<file path="src/rtl/dram_strobe_pkg.sv">
package dram_strobe_pkg;
   typedef enum logic [1:0] {
      ST_IDLE = 2'd0,
      ST_ROW  = 2'd1,
      ST_PRE  = 2'd2,
      ST_FIN  = 2'd3
   } seq_state_t;

   localparam logic [1:0] RP_FULL2 = 2'b00;
   localparam logic [1:0] RP_HALF3 = 2'b01;
   localparam logic [1:0] RP_FULL1 = 2'b10;
   localparam logic [1:0] RP_RSVD  = 2'b11;
endpackage

</file>
<file path="src/rtl/dram_timing_calc.sv">
module dram_timing_calc
   import dram_strobe_pkg::*;
#(
   parameter int RC_W  = 4,
   parameter int LEN_W = RC_W + 2
) (
   input  logic             is_refresh,
   input  logic             is_edo,
   input  logic             rcd_sel,
   input  logic [1:0]       rp_code,
   input  logic [RC_W-1:0]  rc_count,
   output logic [LEN_W-1:0] rcd_ticks,
   output logic [LEN_W-1:0] cas_ticks,
   output logic [LEN_W-1:0] row_ticks,
   output logic [LEN_W-1:0] pre_ticks,
   output logic             rp_bad
);
   logic             half_pre;
   logic             long_rcd;
   logic [LEN_W-1:0] two_rc;
   logic [LEN_W-1:0] min_row;
   logic [LEN_W-1:0] ref_row;
   logic [LEN_W-1:0] acc_row;

   always_comb begin
      half_pre = (rp_code == RP_HALF3);
      rp_bad   = (rp_code == RP_RSVD);
      unique case (rp_code)
         RP_HALF3: pre_ticks = LEN_W'(3);
         RP_FULL1: pre_ticks = LEN_W'(2);
         default:  pre_ticks = LEN_W'(4);
      endcase
      long_rcd  = !rcd_sel || (is_edo && half_pre);
      rcd_ticks = long_rcd ? LEN_W'(4) : LEN_W'(2);
      if (is_edo)
         cas_ticks = half_pre ? LEN_W'(3) : rcd_ticks;
      else
         cas_ticks = half_pre ? rcd_ticks : rcd_ticks + LEN_W'(1);
      ref_row = pre_ticks + ((!is_edo && !half_pre) ? LEN_W'(1) : LEN_W'(0));
      two_rc  = LEN_W'({rc_count, 1'b0});
      min_row = rcd_ticks + cas_ticks;
      acc_row = (two_rc >= pre_ticks + min_row) ? two_rc - pre_ticks : min_row;
      row_ticks = is_refresh ? ref_row : acc_row;
   end
endmodule

</file>
<file path="src/rtl/dram_strobe_fsm.sv">
module dram_strobe_fsm
   import dram_strobe_pkg::*;
#(
   parameter int LEN_W    = 6,
   parameter int COL_LEAD = 1
) (
   input  logic             clk2x,
   input  logic             rst_n,
   input  logic             start,
   input  logic             is_refresh,
   input  logic [LEN_W-1:0] rcd_ticks,
   input  logic [LEN_W-1:0] cas_ticks,
   input  logic [LEN_W-1:0] row_ticks,
   input  logic [LEN_W-1:0] pre_ticks,
   input  logic             rp_bad,
   output logic             ras_n,
   output logic             cas_n,
   output logic             col_sel,
   output logic             busy,
   output logic             done,
   output logic             cfg_err
);
   seq_state_t       state;
   logic [LEN_W-1:0] tick;
   logic [LEN_W-1:0] rcd_q, cas_q, row_q, pre_q;
   logic             ref_q, err_q;
   logic             in_cas, in_col;
   logic [LEN_W-1:0] cas_end;

   always_ff @(posedge clk2x or negedge rst_n) begin
      if (!rst_n) begin
         state <= ST_IDLE;
         tick  <= '0;
         rcd_q <= '0;
         cas_q <= '0;
         row_q <= '0;
         pre_q <= '0;
         ref_q <= 1'b0;
         err_q <= 1'b0;
      end else begin
         err_q <= 1'b0;
         unique case (state)
            ST_IDLE: if (start) begin
               state <= ST_ROW;
               tick  <= '0;
               rcd_q <= rcd_ticks;
               cas_q <= cas_ticks;
               row_q <= row_ticks;
               pre_q <= pre_ticks;
               ref_q <= is_refresh;
               err_q <= rp_bad;
            end
            ST_ROW: if (tick == row_q - LEN_W'(1)) begin
               state <= ST_PRE;
               tick  <= '0;
            end else begin
               tick <= tick + LEN_W'(1);
            end
            ST_PRE: if (tick == pre_q - LEN_W'(1)) begin
               state <= ST_FIN;
               tick  <= '0;
            end else begin
               tick <= tick + LEN_W'(1);
            end
            default: state <= ST_IDLE;
         endcase
      end
   end

   assign cas_end = rcd_q + cas_q;
   assign in_cas  = (state == ST_ROW) && !ref_q && (tick >= rcd_q) && (tick < cas_end);

   generate
      if (COL_LEAD != 0) begin : g_col_lead
         assign in_col = (state == ST_ROW) && !ref_q
                         && (tick >= rcd_q - LEN_W'(1)) && (tick < cas_end);
      end else begin : g_col_align
         assign in_col = in_cas;
      end
   endgenerate

   assign ras_n   = (state != ST_ROW);
   assign cas_n   = !in_cas;
   assign col_sel = in_col;
   assign busy    = (state != ST_IDLE);
   assign done    = (state == ST_FIN);
   assign cfg_err = err_q;
endmodule

</file>
<file path="src/rtl/dram_strobe_seq.sv">
module dram_strobe_seq
   import dram_strobe_pkg::*;
#(
   parameter int RC_W     = 4,
   parameter int COL_LEAD = 1
) (
   input  logic            clk2x,
   input  logic            rst_n,
   input  logic            start,
   input  logic            is_refresh,
   input  logic            is_edo,
   input  logic            rcd_sel,
   input  logic [1:0]      rp_code,
   input  logic [RC_W-1:0] rc_count,
   output logic            ras_n,
   output logic            cas_n,
   output logic            col_sel,
   output logic            busy,
   output logic            done,
   output logic            cfg_err
);
   localparam int LEN_W = RC_W + 2;

   generate
      if (RC_W < 2 || RC_W > 8) begin : g_bad_rcw
         $error("dram_strobe_seq: RC_W must be 2..8");
      end
      if (COL_LEAD != 0 && COL_LEAD != 1) begin : g_bad_lead
         $error("dram_strobe_seq: COL_LEAD must be 0 or 1");
      end
   endgenerate

   logic [LEN_W-1:0] rcd_ticks, cas_ticks, row_ticks, pre_ticks;
   logic             rp_bad;

   dram_timing_calc #(.RC_W(RC_W), .LEN_W(LEN_W)) i_calc (
      .is_refresh (is_refresh),
      .is_edo     (is_edo),
      .rcd_sel    (rcd_sel),
      .rp_code    (rp_code),
      .rc_count   (rc_count),
      .rcd_ticks  (rcd_ticks),
      .cas_ticks  (cas_ticks),
      .row_ticks  (row_ticks),
      .pre_ticks  (pre_ticks),
      .rp_bad     (rp_bad)
   );

   dram_strobe_fsm #(.LEN_W(LEN_W), .COL_LEAD(COL_LEAD)) i_fsm (
      .clk2x      (clk2x),
      .rst_n      (rst_n),
      .start      (start),
      .is_refresh (is_refresh),
      .rcd_ticks  (rcd_ticks),
      .cas_ticks  (cas_ticks),
      .row_ticks  (row_ticks),
      .pre_ticks  (pre_ticks),
      .rp_bad     (rp_bad),
      .ras_n      (ras_n),
      .cas_n      (cas_n),
      .col_sel    (col_sel),
      .busy       (busy),
      .done       (done),
      .cfg_err    (cfg_err)
   );
endmodule

</file>
<file path="config.mk">
export PLATFORM = sky130hd
export DESIGN_NAME = dram_strobe_seq
export DESIGN_NICKNAME = d
export VERILOG_FILES = /design/src/rtl/dram_strobe_pkg.sv /design/src/rtl/dram_timing_calc.sv /design/src/rtl/dram_strobe_fsm.sv /design/src/rtl/dram_strobe_seq.sv
export SDC_FILE = /design/constraint.sdc
export NUM_CORES = 1
export LEC_CHECK = 0
export BUFFER_PORTS_ARGS = -buffer_cell sky130_fd_sc_hd__buf_2
export CAP_MARGIN = 20
export CORE_ASPECT_RATIO = 1.2
export CORE_MARGIN = 2
export CORE_UTILIZATION = 51
export CTS_CLUSTER_DIAMETER = 60
export DETAILED_ROUTE_END_ITERATION = 10
export GPL_TIMING_DRIVEN = 1
export PLACE_DENSITY = 0.72
export SLEW_MARGIN = 40
export SYNTH_ARGS = -nofsm -noshare
export SYNTH_HDL_FRONTEND = slang
export SYNTH_SLANG_ARGS = --single-unit
</file>
<file path="constraint.sdc">
create_clock -name clk2x -period 2 [get_ports clk2x]
set_clock_uncertainty 0.1 [all_clocks]
set_input_delay 0.1 -clock clk2x [delete_from_list [all_inputs] [get_ports clk2x]]
set_output_delay 0.1 -clock clk2x [all_outputs]
set_load 0.02 [all_outputs]
</file>
* Word level (Yosys, flattened, before mapping)
Index checks and enable logic that the tools add are counted.
Storage, ports and cells: bits in registers 34, latch bits 0, memory bits (writable) 0, memory bits (read-only) 0, bits of input ports 12, output and inout bits 6, logic and storage cells 71, memories kept 0
Operators by class: add/subtract/negate cells 10, $mul 0, div/mod/pow operators 0, $lt $le $gt $ge 4, equal/unequal tests 12, shift-type cells 0, multiplexer cells 18, bitwise gates (word level) 0, reductions and logical operators 19
Operator list (count):
- 2-to-1 mux 6 bit | 8
- case mux 6 bit (3 select lines) | 1
- subtractor 6 x 1 -> 6 bit (second input constant) | 3
- adder 3 x 6 -> 6 bit | 2
- adder 6 x 1 -> 6 bit (second input constant) | 2
- adder 6 bit | 2
- equality test 6 bit | 2
- >= comparator 6 bit | 2
- equality test 2 bit (second input constant) | 4
- logical AND 1 bit | 7
- >= comparator 5 x 6 -> 1 bit | 1
- < comparator 6 bit | 1
- 2-to-1 mux 2 bit | 3
- inequality test 2 x 1 -> 1 bit (second input constant) | 3
- case mux 2 bit (3 select lines) | 1
- case mux 3 bit (2 select lines) | 1
- subtractor 5 x 3 -> 6 bit | 1
- logical NOT 1 bit | 5
- equality test 2 x 1 -> 1 bit (second input constant) | 2
- AND reduction 2 bit | 2
- 2-to-1 mux 1 bit | 3
- 2-to-1 mux 3 bit | 1
- AND reduction 3 bit | 1
- nonzero test 3 bit | 1
- other kinds (4) | 4

* Depth between registers and ports, before layout
depth after elaboration 12, depth in mapped cells 19, mapped depth without buffers 19

* By module
Synthesis repeated with hierarchy kept, for this count alone.
Second synthesis, totals: cell total of the unflattened synthesis 315, area total of the unflattened synthesis 3036.7 sq um
Modules (own cells, without submodules):
- dram_strobe_fsm | times used 1, cells an instance 235, area each 2409.8 sq um, sequential area each 850.8 sq um
- dram_timing_calc | times used 1, cells an instance 80, area each 626.9 sq um, sequential area each 0.0 sq um

* Least setup slack after synthesis
Ideal clock, no wire load.
kind in2reg, start input rp_code[1], end register i_fsm.row_q[5], library setup time 122 ps, arrival time 3535 ps, data required time 1778 ps, path slack -1757 ps, stages 18, buffers on the path 0, path through inv_1 ha_1 ha_1 nand2b_1 inv_1 a21oi_1 inv_1 ha_1 fa_1 ha_1 a21oi_1 xor2_1 ha_1 or3_1 a221oi_1 a21oi_1 nor2b_1 a32o_1
On the way: word-level cells in the longest chain between the ends 12, elaborated cells on any way between the ends 20, those cells by class 5 x add/sub; 1 x order compare; 2 x eq/ne; 8 x mux; 4 x reduce/logical
Ends and longest elaborated chain:
- from (decl) | RTL line dram_strobe_seq.sv:13 | input logic [1:0] rp_code,
- equality test 2 x 1 -> 1 bit * | RTL line dram_timing_calc.sv:26 | half_pre = (rp_code == RP_HALF3);
- logical AND 1 bit * | RTL line dram_timing_calc.sv:33 | long_rcd = !rcd_sel || (is_edo && half_pre);
- logical OR 1 bit * | RTL line dram_timing_calc.sv:33
- 2-to-1 mux 3 bit * | RTL line dram_timing_calc.sv:34 | rcd_ticks = long_rcd ? LEN_W'(4) : LEN_W'(2);
- via i_calc.rcd_ticks[1] | RTL line dram_timing_calc.sv:12 | output logic [LEN_W-1:0] rcd_ticks,
- adder 6 x 1 -> 6 bit * | RTL line dram_timing_calc.sv:38 | cas_ticks = half_pre ? rcd_ticks : rcd_ticks + LEN_W'(1);
- 2-to-1 mux 6 bit * | RTL line dram_timing_calc.sv:38
- 2-to-1 mux 6 bit * | RTL line dram_timing_calc.sv:35 | if (is_edo)
- via cas_ticks[2] | RTL line dram_strobe_seq.sv:33 | logic [LEN_W-1:0] rcd_ticks, cas_ticks, row_ticks, pre_ticks;
- adder 6 bit * | RTL line dram_timing_calc.sv:41 | min_row = rcd_ticks + cas_ticks;
- adder 3 x 6 -> 6 bit | RTL line dram_timing_calc.sv:42 | acc_row = (two_rc >= pre_ticks + min_row) ? two_rc - pre_ticks : min_row;
- >= comparator 5 x 6 -> 1 bit | RTL line dram_timing_calc.sv:42
- 2-to-1 mux 6 bit * | RTL line dram_timing_calc.sv:42
- 2-to-1 mux 6 bit * | RTL line dram_timing_calc.sv:43 | row_ticks = is_refresh ? ref_row : acc_row;
- to (signal assigned) | RTL line dram_strobe_fsm.sv:48 | row_q <= row_ticks;
- to (decl) | RTL line dram_strobe_fsm.sv:25 | logic [LEN_W-1:0] rcd_q, cas_q, row_q, pre_q;
The timed path passes the listed nets; every way through them passes the cells marked *. A chain may end at the register's enable or synchronous reset.

* Final worst setup path
start input rp_code[1], end register i_fsm.row_q[0]
On the way: word-level cells in the longest chain between the ends 12, elaborated cells on any way between the ends 20, those cells by class 5 x add/sub; 1 x order compare; 2 x eq/ne; 8 x mux; 4 x reduce/logical
Ends and longest elaborated chain (RTL line):
- equality test 2 x 1 -> 1 bit | dram_timing_calc.sv:26
- logical AND 1 bit | dram_timing_calc.sv:33
- logical OR 1 bit | dram_timing_calc.sv:33
- 2-to-1 mux 3 bit | dram_timing_calc.sv:34
- via i_calc.rcd_ticks[1] | dram_timing_calc.sv:12
- adder 6 x 1 -> 6 bit | dram_timing_calc.sv:38
- 2-to-1 mux 6 bit | dram_timing_calc.sv:38
- 2-to-1 mux 6 bit | dram_timing_calc.sv:35
- via cas_ticks[2] | dram_strobe_seq.sv:33
- adder 6 bit | dram_timing_calc.sv:41
- adder 3 x 6 -> 6 bit | dram_timing_calc.sv:42
- >= comparator 5 x 6 -> 1 bit | dram_timing_calc.sv:42
- 2-to-1 mux 6 bit | dram_timing_calc.sv:42
- 2-to-1 mux 6 bit | dram_timing_calc.sv:43
The timed path passes the listed nets, and every way through them passes these cells.

==> results.md <==
* Routed WL at 5.05 mm
* First-pass GRT wire length at 8.38 mm
* Setup ws final at -1.24 ns
* Number of port buffers at 17
* Register Area at 601 um^2
* Critical Path RT at 2.04 ns
* Initial core utilization at 0.538
* Tot GR Track Use at 0.225
* Vias in the first global route at 1838
* Power density over the cells at 1180 nW/um^2
* Clk slew on worst S/H paths at 0.08 ns
* Max cap viols at 0
* P_sw at 1.48 mW
* # DRC at 0
* Final nets at 355
* Worst Path Arrival at 3.29 ns
* RSZ-0062 raised after global routing: yes
* Synthesized net count at 290
* CTS tree: yes
* EDFF count, synth at 0
* Total Neg Setup Slack at -9.23 ns
* Grt total ovfl at 0
* Clk_lat worst skew at 0.26 ns
* Synth warnings at 0
* Fraction of layout cells with a size suffix above 1 at 0.368
* Antenna Nets Post-Route at 0
* Most frequent cells in the layout: buf_4, ha_1, dfrtp_1, nand2_1, inv_1
* Worst-path fanout max at 7
* Chip height at 75.2 um
* FMAX at 0.308 GHz
* Average cell area after synthesis at 9.06 um^2
* Vias per cell at 5.24
* Critical path class: in2reg
* Worst-margin pin slew at 0.543 ns
* Critical Path Source Type: input pin
* Sequential share of power at 0.220
* Count of different cell masters after synthesis at 45
* CTS sink count at 24
* Initial antenna violation count at 0
* Multi-input gate area at 1610 um^2
* Largest net degree at the start of global routing at 25
* Post-synth top area share at 0.279
* Minimum clock period at 3.24 ns
* H-tree levels at 1
* Area contributors post-synth: dfrtp_1, ha_1, inv_1
* Largest area contributor in the netlist: dfrtp_1
* Fin crit share at 1.62
* Cell Rows at 25
* Clock Tree Buf Depth at 2
* Total CTS buffers at 3
* Logic gate share of total power at 0.686
* CP Capture Type: register
* RePlAce Congestion at 0.825
* FF+latch count, synth at 24
* Commonest non-fill, non-tap cell in the layout: buf_4
* Static Leak at 1.47 nW
* Worst Hold Class: in2reg
* Setup Viol. Count Final at 16
* Status: finished with violations
* Ys flop type: dfrtp_1
* Violated checks: setup timing
* Initial DRC count at 89
* Area grow syn2layout at 37.1%
* First-pass iteration count of the detailed router at 4
* Relative slew slack at 0.638
* CTS root buffer: clkbuf_8
* Dpl hpwl at 3.77 mm
* Synth async-reset ratio at 1.00
* Maximum vdd drop at 0.455 mV
* Max-slew violation total from the final report at 0
* N_diodes at 0
* Total Die Area at 4770 um^2
* WL per Instance at 14.2 um
* Pint at 2.01 mW
* Register area share after synthesis at 0.279
* Fillcell total at 325
* Die W at 63.4 um
* Final Hold Violating Endpoints at 0
* Gate Count Post-Synth at 238
* Vias at 1867
* Layout Utilization at 0.738
* Io pins at 18
* Clk pwr share at 0.095
* Core box area at 4000 um^2
* Switching Share at 0.424
* Cell Area, Synth at 2160 um^2
power groups by stage:
stage | Sequential, mW | Combinational [mW] | Clock (mW)
after global routing | 0.781 | 2.64 | 0.360
after detailed placement | 0.773 | 2.05 | 0
final | 0.766 | 2.39 | 0.330
after floorplan | 0.795 | 1.33 | 0
after global placement | 0.767 | 1.99 | 0
after CTS | 0.766 | 2.23 | 0.336
state kept, by name, indices dropped and copies added (netlist names):
name	flops
i_fsm.cfg_err	1
i_fsm.ref_q	1
i_fsm.rcd_q	2
i_fsm.row_q	6
i_fsm.tick	6
i_fsm.pre_q	3
i_fsm.cas_q	3
i_fsm.state	2
cell usage after synthesis (3+ instances only):
master / number
a211oi_1: 3
a21o_1: 6
a21oi_1: 10
and3_1: 3
buf_2: 4
clkbuf_1: 5
dfrtp_1: 24
fa_1: 3
ha_1: 37
inv_1: 27
mux2i_1: 3
nand2_1: 24
nor2_1: 7
nor2b_1: 4
nor3_1: 3
o21a_1: 6
o21ai_0: 10
o21ai_1: 4
or3_1: 3
xnor2_1: 9
xor2_1: 8
per-layer routing:
metal  vias up  wire length, um  global-route usage
li1        951                -                   -
met1       875             2200               0.264
met2        32             2650               0.430
met3         9              117              0.0299
met4         0               81              0.0652
met5         -                0                   0
metrics by stage:
stage	area (um^2)	hold slack [ns]	cells	worst slack [ns]	total power, mW
after CTS	2890	0.0153	352	-1.17	3.33
after global routing	2960	0.0220	356	-1.36	3.78
after global placement	2710	0.00966	343	-1.57	2.76
after floorplan	2270	-0.296	238	-1.38	2.13
after detailed placement	2710	0.0190	343	-1.68	2.82
final	2960	0.0171	356	-1.24	3.49
repair_timing:
item	in CTS	in global routing
cloned	0	0
endpoints found under the setup margin	16	16
resized for setup	20	7
hold buffers	1	0
endpoints found under the hold margin	24	0
pin swaps	16	5
setup buffers	4	4
cell type report:
type,instances,share of cell area
Sequential cell,24,0.203
Multi-Input combinational cell,178,0.544
Timing Repair Buffer,69,0.172
Clock buffer,4,0.0186
Inverter,27,0.0394
Tap cell,54,0.0229
critical path, stage by stage:
cell	delay [ns]
buf_12	0.11
inv_12	0.04
ha_4	0.13
ha_4	0.13
nand2b_4	0.13
inv_4	0.04
a21oi_4	0.11
inv_2	0.07
ha_4	0.15
fa_2	0.55
ha_4	0.22
a21oi_4	0.12
xor2_1	0.08
ha_2	0.19
or3_1	0.31
a221oi_2	0.25
a21oi_4	0.11
mux2i_1	0.15
o211ai_1	0.19
o21ai_1	0.10
cell families after synthesis:
kind of cell,after synthesis,share of synthesized area
AND/OR/NAND/NOR,61,0.146
AO/OA/AOI/OAI,57,0.185
adder cells (fa/ha/maj),40,0.243
buffers and inverters,36,0.0650
flip-flops,24,0.279
XOR/XNOR,17,0.0691
multiplexers,3,0.0139
worst paths after layout:
| check | from | endpoint | slack (ns) | cells after the start |
|---|---|---|---|---|
| max in group asynchronous | rst_n | i_fsm.rcd_q[2] | 1.20 | 2 |
| setup / recovery | rp_code[1] | i_fsm.row_q[0] | -1.24 | 20 |
| hold / removal | start | i_fsm.cfg_err | 0.02 | 2 |
| hold reg to reg | i_fsm.cas_q[0] | i_fsm.cas_q[0] | 0.40 | 2 |
| min in group asynchronous | rst_n | i_fsm.state[1] | 0.24 | 2 |
| setup reg to reg | i_fsm.row_q[0] | i_fsm.state[0] | -0.23 | 9 |
(Power assumes the default switching activity.)
